File: src/rtl/fcalu_pkg.sv
package fcalu_pkg;
  typedef enum logic [3:0] {
    FN_ADD = 4'b0000,
    FN_SUB = 4'b0001,
    FN_MUL = 4'b0010,
    FN_DIV = 4'b0011,
    FN_AND = 4'b0100,
    FN_OR  = 4'b0101,
    FN_XOR = 4'b0110,
    FN_SLL = 4'b1000,
    FN_ROL = 4'b1001,
    FN_SRL = 4'b1010,
    FN_SRA = 4'b1011
  } func_e;

  localparam logic [4:0] OPC_REG = 5'd1;
  localparam logic [4:0] OPC_IMM = 5'd2;
endpackage

File: src/rtl/fcalu_opsel.sv
module fcalu_opsel #(
  parameter int DATA_W = 32,
  parameter int IMM_W  = 17
) (
  input  logic [4:0]        opc_i,
  input  logic [DATA_W-1:0] b_i,
  input  logic [IMM_W-1:0]  imm_i,
  output logic [DATA_W-1:0] opnd_o,
  output logic              opc_ok_o
);
  import fcalu_pkg::*;
  localparam int EXT_W = DATA_W - IMM_W;

  logic [DATA_W-1:0] imm_ext;
  assign imm_ext = {{EXT_W{imm_i[IMM_W-1]}}, imm_i};

  always_comb begin
    opc_ok_o = 1'b1;
    opnd_o   = b_i;
    if (opc_i == OPC_IMM)      opnd_o = imm_ext;
    else if (opc_i != OPC_REG) opc_ok_o = 1'b0;
  end
endmodule

File: src/rtl/fcalu_arith.sv
module fcalu_arith #(
  parameter int DATA_W = 32
) (
  input  logic [1:0]        sel_i,   // func[1:0]: add, sub, mul, div
  input  logic [DATA_W-1:0] a_i,
  input  logic [DATA_W-1:0] b_i,
  output logic [DATA_W-1:0] y_o,
  output logic              dz_o
);
  localparam logic [DATA_W-1:0] MIN_NEG = {1'b1, {(DATA_W-1){1'b0}}};

  logic              b_zero, ovf;
  logic [DATA_W-1:0] b_safe, quot;

  assign b_zero = (b_i == '0);
  assign ovf    = (a_i == MIN_NEG) && (b_i == '1);
  // keep the divider away from the undefined operand pairs
  assign b_safe = (b_zero || ovf) ? {{(DATA_W-1){1'b0}}, 1'b1} : b_i;
  assign quot   = $signed(a_i) / $signed(b_safe);

  always_comb begin
    dz_o = 1'b0;
    unique case (sel_i)
      2'd0: y_o = a_i + b_i;
      2'd1: y_o = a_i - b_i;
      2'd2: y_o = a_i * b_i;
      default: begin
        if (b_zero) begin
          y_o  = '1;
          dz_o = 1'b1;
        end else if (ovf) begin
          y_o = MIN_NEG;
        end else begin
          y_o = quot;
        end
      end
    endcase
  end
endmodule

File: src/rtl/fcalu_shift.sv
module fcalu_shift #(
  parameter int DATA_W = 32,
  parameter int AMT_W  = $clog2(DATA_W)
) (
  input  logic [1:0]        sel_i,   // func[1:0]: sll, rol, srl, sra
  input  logic [DATA_W-1:0] a_i,
  input  logic [AMT_W-1:0]  amt_i,
  output logic [DATA_W-1:0] y_o
);
  logic [2*DATA_W-1:0] dbl;
  assign dbl = {a_i, a_i} << amt_i;

  always_comb begin
    unique case (sel_i)
      2'd0: y_o = a_i << amt_i;
      2'd1: y_o = dbl[2*DATA_W-1:DATA_W];
      2'd2: y_o = a_i >> amt_i;
      default: y_o = $signed(a_i) >>> amt_i;
    endcase
  end
endmodule

File: src/rtl/fcalu.sv
module fcalu #(
  parameter int DATA_W  = 32,
  parameter int IMM_W   = 17,
  parameter bit OUT_REG = 1'b1
) (
  input  logic              clk_i,
  input  logic              rst_ni,
  input  logic [4:0]        opc_i,
  input  logic [3:0]        func_i,
  input  logic [DATA_W-1:0] a_i,
  input  logic [DATA_W-1:0] b_i,
  input  logic [IMM_W-1:0]  imm_i,
  output logic [DATA_W-1:0] result_o,
  output logic              div_zero_o,
  output logic              illegal_o
);
  import fcalu_pkg::*;
  localparam int AMT_W = $clog2(DATA_W);

  logic [DATA_W-1:0] opnd, ar_y, sh_y, res_d;
  logic              opc_ok, ar_dz, dz_d, ill_d;

  fcalu_opsel #(.DATA_W(DATA_W), .IMM_W(IMM_W)) u_opsel (
    .opc_i, .b_i, .imm_i, .opnd_o(opnd), .opc_ok_o(opc_ok)
  );

  fcalu_arith #(.DATA_W(DATA_W)) u_arith (
    .sel_i(func_i[1:0]), .a_i, .b_i(opnd), .y_o(ar_y), .dz_o(ar_dz)
  );

  fcalu_shift #(.DATA_W(DATA_W), .AMT_W(AMT_W)) u_shift (
    .sel_i(func_i[1:0]), .a_i, .amt_i(opnd[AMT_W-1:0]), .y_o(sh_y)
  );

  always_comb begin
    res_d = '0;
    dz_d  = 1'b0;
    ill_d = 1'b0;
    case (func_e'(func_i))
      FN_ADD, FN_SUB, FN_MUL, FN_DIV: begin
        res_d = ar_y;
        dz_d  = ar_dz;
      end
      FN_AND: res_d = a_i & opnd;
      FN_OR:  res_d = a_i | opnd;
      FN_XOR: res_d = a_i ^ opnd;
      FN_SLL, FN_ROL, FN_SRL, FN_SRA: res_d = sh_y;
      default: ill_d = 1'b1;
    endcase
    if (!opc_ok) ill_d = 1'b1;
    if (ill_d) begin
      res_d = '0;
      dz_d  = 1'b0;
    end
  end

  if (OUT_REG) begin : g_oreg
    always_ff @(posedge clk_i or negedge rst_ni) begin
      if (!rst_ni) begin
        result_o   <= '0;
        div_zero_o <= 1'b0;
        illegal_o  <= 1'b0;
      end else begin
        result_o   <= res_d;
        div_zero_o <= dz_d;
        illegal_o  <= ill_d;
      end
    end
  end else begin : g_comb
    assign result_o   = res_d;
    assign div_zero_o = dz_d;
    assign illegal_o  = ill_d;
  end
endmodule

File: config.mk
export PLATFORM = sky130hd
export DESIGN_NAME = fcalu
export DESIGN_NICKNAME = d
export VERILOG_FILES = /design/src/rtl/fcalu_pkg.sv /design/src/rtl/fcalu_opsel.sv /design/src/rtl/fcalu_arith.sv /design/src/rtl/fcalu_shift.sv /design/src/rtl/fcalu.sv
export SDC_FILE = /design/constraint.sdc
export NUM_CORES = 2
export LEC_CHECK = 0
export BUFFER_PORTS_ARGS = -buffer_cell sky130_fd_sc_hd__buf_4
export CAP_MARGIN = 30
export CORE_AREA = 4 4 357 359
export DETAILED_ROUTE_END_ITERATION = 10
export DIE_AREA = 0 0 361 363
export SYNTH_ARGS = -nofsm -noshare
export SYNTH_HDL_FRONTEND = slang
export SYNTH_SLANG_ARGS = --single-unit
File: constraint.sdc
create_clock -name clk_i -period 1.51 [get_ports clk_i]
set_clock_uncertainty 0.2 [all_clocks]
set_input_delay 0.302 -clock clk_i [delete_from_list [all_inputs] [get_ports clk_i]]
set_output_delay 0.302 -clock clk_i [all_outputs]
set_load 0.01 [all_outputs]
**Word-level counts from Yosys, hierarchy flattened**

Index checks and enable logic that the tools add are counted.

- Add/sub/neg operators: 2
- Multiply operators: 1
- Div/mod/pow operators: 1
- Eq/ne operators: 16
- Shifts and indexed selects: 4
- Multiplexer cells: 16
- Bitwise operators: 3
- Reduce and logical (&&, ||, !) cells: 9

Operator list:

| operator | count |
|---|---|
| one-hot mux 32 bit (3 select lines) | 2 |
| 2-to-1 mux 32 bit | 5 |
| one-hot mux 32 bit (5 select lines) | 1 |
| == test 32 bit, second input constant | 2 |
| left shift 64 x 5 -> 64 bit | 1 |
| adder 32 bit | 1 |
| AND 32 bit | 1 |
| divider 32 x 32 -> 32 bit | 1 |
| zero test 32 bit | 1 |
| multiplier 32 x 32 -> 32 bit | 1 |
| bitwise OR 32 bit | 1 |
| left shift 32 x 5 -> 32 bit | 1 |
| >> shifter 32 x 5 -> 32 bit | 1 |
| >>> shifter 32 x 5 -> 32 bit | 1 |
| subtractor 32 bit | 1 |
| XOR 32 bit | 1 |
| == test 4 bit, second input constant | 4 |
| == test 4 x 3 -> 1 bit, second input constant | 3 |
| OR reduction 11 bit | 1 |
| == test 4 x 2 -> 1 bit, second input constant | 2 |
| 2-to-1 mux 1 bit | 8 |
| OR reduction 4 bit | 2 |
| == test 5 x 2 -> 1 bit, second input constant | 1 |
| inequality test 5 x 1 -> 1 bit, second input constant | 1 |
| other kinds (8) | 8 |

- Flip-flop bits (word level): 34
- Input port bits: 92
- Output and inout bits: 34

**Longest topological paths before layout**

- Depth in word-level cells: 12
- Mapped depth: 439
- Gate-level depth less buffers: 387

**Hierarchy**

Synthesis repeated with hierarchy kept, for this count alone.

- Cells, all modules: 7,788
- Area, all modules: 57,256.2 sq um

Modules (own cells, without submodules):

| module | instances | cells an instance | area an instance (sq um) | sequential area each (sq um) |
|---|---|---|---|---|
| fcalu_arith | 1 | 6,736 | 48,416.4 | 0.0 |
| fcalu_shift | 1 | 632 | 5,039.8 | 0.0 |
| fcalu | 1 | 376 | 3,355.7 | 850.8 |
| fcalu_opsel | 1 | 44 | 444.2 | 0.0 |

**Worst setup path after synthesis**

Ideal clock, no wire load.

- Path kind: input -> register
- Start point: input opc_i[3]
- End point: register result_o[26]
- Setup time: 0.110 ns
- Data arrival time: 84.983 ns
- Data required time: 1.200 ns
- Setup slack: -83.783 ns
- Stages: 417
- Buffers on the path: 69
- Cells stage by stage: or3_1 buf_4 nor2_1 clkbuf_1 clkbuf_1 nand2_1 nand2_1 clkbuf_1 buf_1 clkbuf_1 buf_1 ha_1 inv_1 or4_1 a21oi_1 o2111ai_1 and2_1 nand2_1 (+381 left out) a21o_1 a21o_1 a21o_1 a21o_1 a21o_1 a21oi_1 o211ai_1 a21oi_1 o31ai_1 a31oi_1 ha_1 and4_1 nor4b_2 nand3_1 o21ai_0 xnor2_1 a21oi_1 o41ai_1

- Word-level cells in the longest chain between the ends: 12
- Elaborated cells between the ends (all ways): 28
- Classes of those cells: add/sub: 2; mul: 1; div: 1; eq/ne: 3; shift: 4; mux: 11; bitwise: 3; reduce/logical: 3

Ends and longest elaborated chain:

| element | RTL line | text |
|---|---|---|
| start: declaration | fcalu.sv:8 | `input logic [4:0] opc_i,` |
| == test 5 x 2 -> 1 bit | fcalu_opsel.sv:20 | `if (opc_i == OPC_IMM) opnd_o = imm_ext;` |
| 2-to-1 mux 32 bit | fcalu_opsel.sv:20 |  |
| == test 32 bit | fcalu_arith.sv:16 | `assign ovf = (a_i == MIN_NEG) && (b_i == '1);` |
| logical AND 1 bit | fcalu_arith.sv:16 |  |
| logical OR 1 bit | fcalu_arith.sv:18 | `assign b_safe = (b_zero \|\| ovf) ? {{(DATA_W-1){1'b0}}, 1'b1} : b_i;` |
| 2-to-1 mux 32 bit | fcalu_arith.sv:18 |  |
| divider 32 x 32 -> 32 bit | fcalu_arith.sv:19 | `assign quot = $signed(a_i) / $signed(b_safe);` |
| 2-to-1 mux 32 bit | fcalu_arith.sv:31 | `end else if (ovf) begin` |
| 2-to-1 mux 32 bit | fcalu_arith.sv:28 | `if (b_zero) begin` |
| one-hot mux 32 bit (3 select lines) | fcalu_arith.sv:23 | `unique case (sel_i)` |
| one-hot mux 32 bit (5 select lines) | fcalu.sv:39 | `case (func_e'(func_i))` |
| 2-to-1 mux 32 bit * | fcalu.sv:51 | `if (ill_d) begin` |
| via res_d[26] | fcalu.sv:20 | `logic [DATA_W-1:0] opnd, ar_y, sh_y, res_d;` |
| end signal: assignment | fcalu.sv:64 | `result_o <= res_d;` |
| end: declaration | fcalu.sv:13 | `output logic [DATA_W-1:0] result_o,` |

The timed path passes the listed nets; every way through them passes the cells marked *.

**Final worst setup path**

- Start point: input opc_i[3]
- End point: register result_o[22]

Same word-level chain as after synthesis.

==> metrics.txt <==
P_leak=44.5 nW; Std-Cell Rows=129; largest cells by area after synthesis=ha_1, fa_1, nand2_1, xnor2_1, nor2_1; post-DR vias/cell=6.22; max-cap check violation count=0; Synth Area in Adders=31.5%; worst path arrival time=70430 ps; TritonCTS Buffers=5; global-route wire length before repair=475000 um; area occupied by multi-input gates=56100 um^2; fin crit period=70430 ps; Synth Net Count=9019; Final Hold Viols=0; worst setup margin=-68920 ps; run status=finished with violations; Finished Core Util=71.8%; Period Utilization, post-route=4660%; Post-DRT Antenna Nets=0; Syn Area/Cell=7.15 um^2; ys flop type=dfrtp_1; Port Buffer Count=125; RSZ-0062 raised after global routing=yes; initial antenna violation count=35; startpoint type of the worst setup path=primary input; GP Congestion=1.12; core area=124000 um^2; Mapped Area=55600 um^2; die height=363 um; post-synthesis compound-gate area fraction=23.8%; Async SR Flop Fraction=100%; simple-gate area share of the yosys netlist=22.4%; FILL cells=9984; WP data required=1510 ps; Slew headroom=25.1%; Final #Nets=12100; Die Area=131000 um^2; Crit path largest cell delay=610 ps; clk root buf=clkbuf_16; failing checks=setup timing; FMAX=14.2 MHz; Final setup viols=34; Ports=126; hpwl dp=263000 um; worst-path maximum fanout=8; vias in the first global route=75900; Worst path most repeated cell=buf_4; Seq/Total Area, Yosys=1.53%; Synth Area in XOR/XNOR=8.68%; Pwr Density=1710 nW/um^2; Yosys cell types=109; DR pass1 iterations=7; Peak VDD IR=6.22 mV; 1st-iter DRT viols=9040; Reg clk slew, reported paths=80 ps; Vias=77900; clk sink count=34; Global Route Usage Sum=47.9%; gr ovfl total=0; mux share of post-synthesis cell area=4.52%; final WL=336000 um; Post-synth EDFFs=0; Hold Slack=302 ps; register area=851 um^2; Yosys reg bits=34; largest net degree at the start of global routing=67; CP max stage cell=or4_4; largest family of logic cells by synthesized area=adder cells; Initial Utilization=44.9%; CTS tree=yes; hold crit path type=primary input to async pin; buffer depth of the longest clock path=2; synthesized instance count=7773; Worst-Margin Slew=1120 ps; Synth area leader=ha_1; Slew Limit Fails=0; Setup WS pre-CTS=-72580 ps; Yosys warning count=0; top-area cell type share of the netlist area=16.8%; Die W=361 um; number of H-tree levels=2; crit path kind=primary input to flip-flop; WL/cell=26.8 um; share of cells above drive strength 1=40.8%; DRC viols=0; CP Capture Type=flip-flop; area delta synth->final=59.9%
metal layers:
metal	wire, um	vias up	track usage (%)
met5	201	-	0.0357
met4	30200	32	32.1
met3	46000	1784	15.2
met2	136000	5548	71.0
met1	124000	36900	59.7
li1	-	33600	-
metrics by stage:
step	instance area, um^2	instances	TNS (ps)	total power [mW]
after floorplan	57700	7773	-2243460	77.9
after global placement	80600	12100	-2242410	137
after detailed placement	80600	12100	-2300480	140
after CTS	86000	12400	-2135830	147
after global routing	88800	12500	-2288970	159
final	88900	12500	-2197550	152
power breakdown:
| group | internal (mW) | total (mW) | switching [mW] |
|---|---|---|---|
| combinational | 71.9 | 150 | 78.0 |
| clock | 0.952 | 1.48 | 0.524 |
| sequential | 0.932 | 0.952 | 0.0201 |
| total | 73.8 | 152 | 78.5 |
state kept, by name (all words and copies together), names as in the netlist:
signal      flops
result_o       32
div_zero_o      1
illegal_o       1
worst max-delay path, delay by kind of cell:
kind	cells	cell delay, ps
simple gates	104	17390
fa+ha+maj	34	8920
buf+inv	59	7870
xor+xnor	3	810
mux	11	2910
compound gates	175	32070
worst paths after layout:
| kind | start | endpoint | slack [ps] | cells past startpoint |
|---|---|---|---|---|
| worst min-delay path | rst_ni | div_zero_o$_DFF_PN0_ | 300 | 2 |
| min in group clk_i | func_i[2] | result_o[2]$_DFF_PN0_ | 450 | 4 |
| worst max-delay path | opc_i[3] | result_o[22]$_DFF_PN0_ | -68920 | 386 |
| max in group asynchronous | rst_ni | result_o[0]$_DFF_PN0_ | 450 | 2 |
synthesized netlist by cell type, types with 64 or more instances:
cell type     n
o211ai_1     74
xor2_1      161
nand3_1     167
or3_1       100
inv_1       695
a31oi_1     102
a211oi_1     64
o21ai_0     366
clkbuf_1    270
a21oi_1     513
nand2_1    1015
mux2i_1     126
nand4_1      85
fa_1        409
xnor2_1     388
mux2_2       69
and2_1       65
nor2b_1      64
o21a_1      151
nor3_1      212
ha_1        745
nor2_1      736
a21o_1      193
cell families after synthesis:
group                    Yosys count
AO/OA/AOI/OAI                   2001
XOR/XNOR                         550
adder cells (fa/ha/maj)         1154
buffers and inverters           1085
flip-flops                        34
multiplexers                     216
AND/OR/NAND/NOR                 2733
placed cells by master (no fill, tap or decap), types with 72 or more instances in the layout:
cell and n:
a21o_1 191, a21oi_1 386, a21oi_2 101, a31oi_1 72, buf_4 3302, buf_6 99, fa_1 409, ha_1 662
inv_1 683, mux2i_1 117, nand2_1 968, nand3_1 135, nand4_1 85, nor2_1 670, nor3_1 183, o211ai_1 74
o21a_1 149, o21ai_0 281, or3_1 83, xnor2_1 359, xor2_1 158
timing repair:
action	4_1_cts	5_1_grt
resized for setup	574	357
hold buffers	1	0
cloned	1	4
setup buffers	321	146
hold endpoints to repair	34	0
pin swaps	429	365
endpoints found under the setup margin	34	34
layout make-up:
type / instances / area share [%]
Timing Repair Buffer: 3459 / 30.4
Antenna cell: 24 / 0.0676
Sequential cell: 34 / 0.957
Inverter: 711 / 3.03
Clock inverter: 3 / 0.0774
Multi-Input combinational cell: 6654 / 63.1
Clock buffer: 5 / 0.141
Tap cell: 1637 / 2.30
Power figures use the tool's default switching activity.
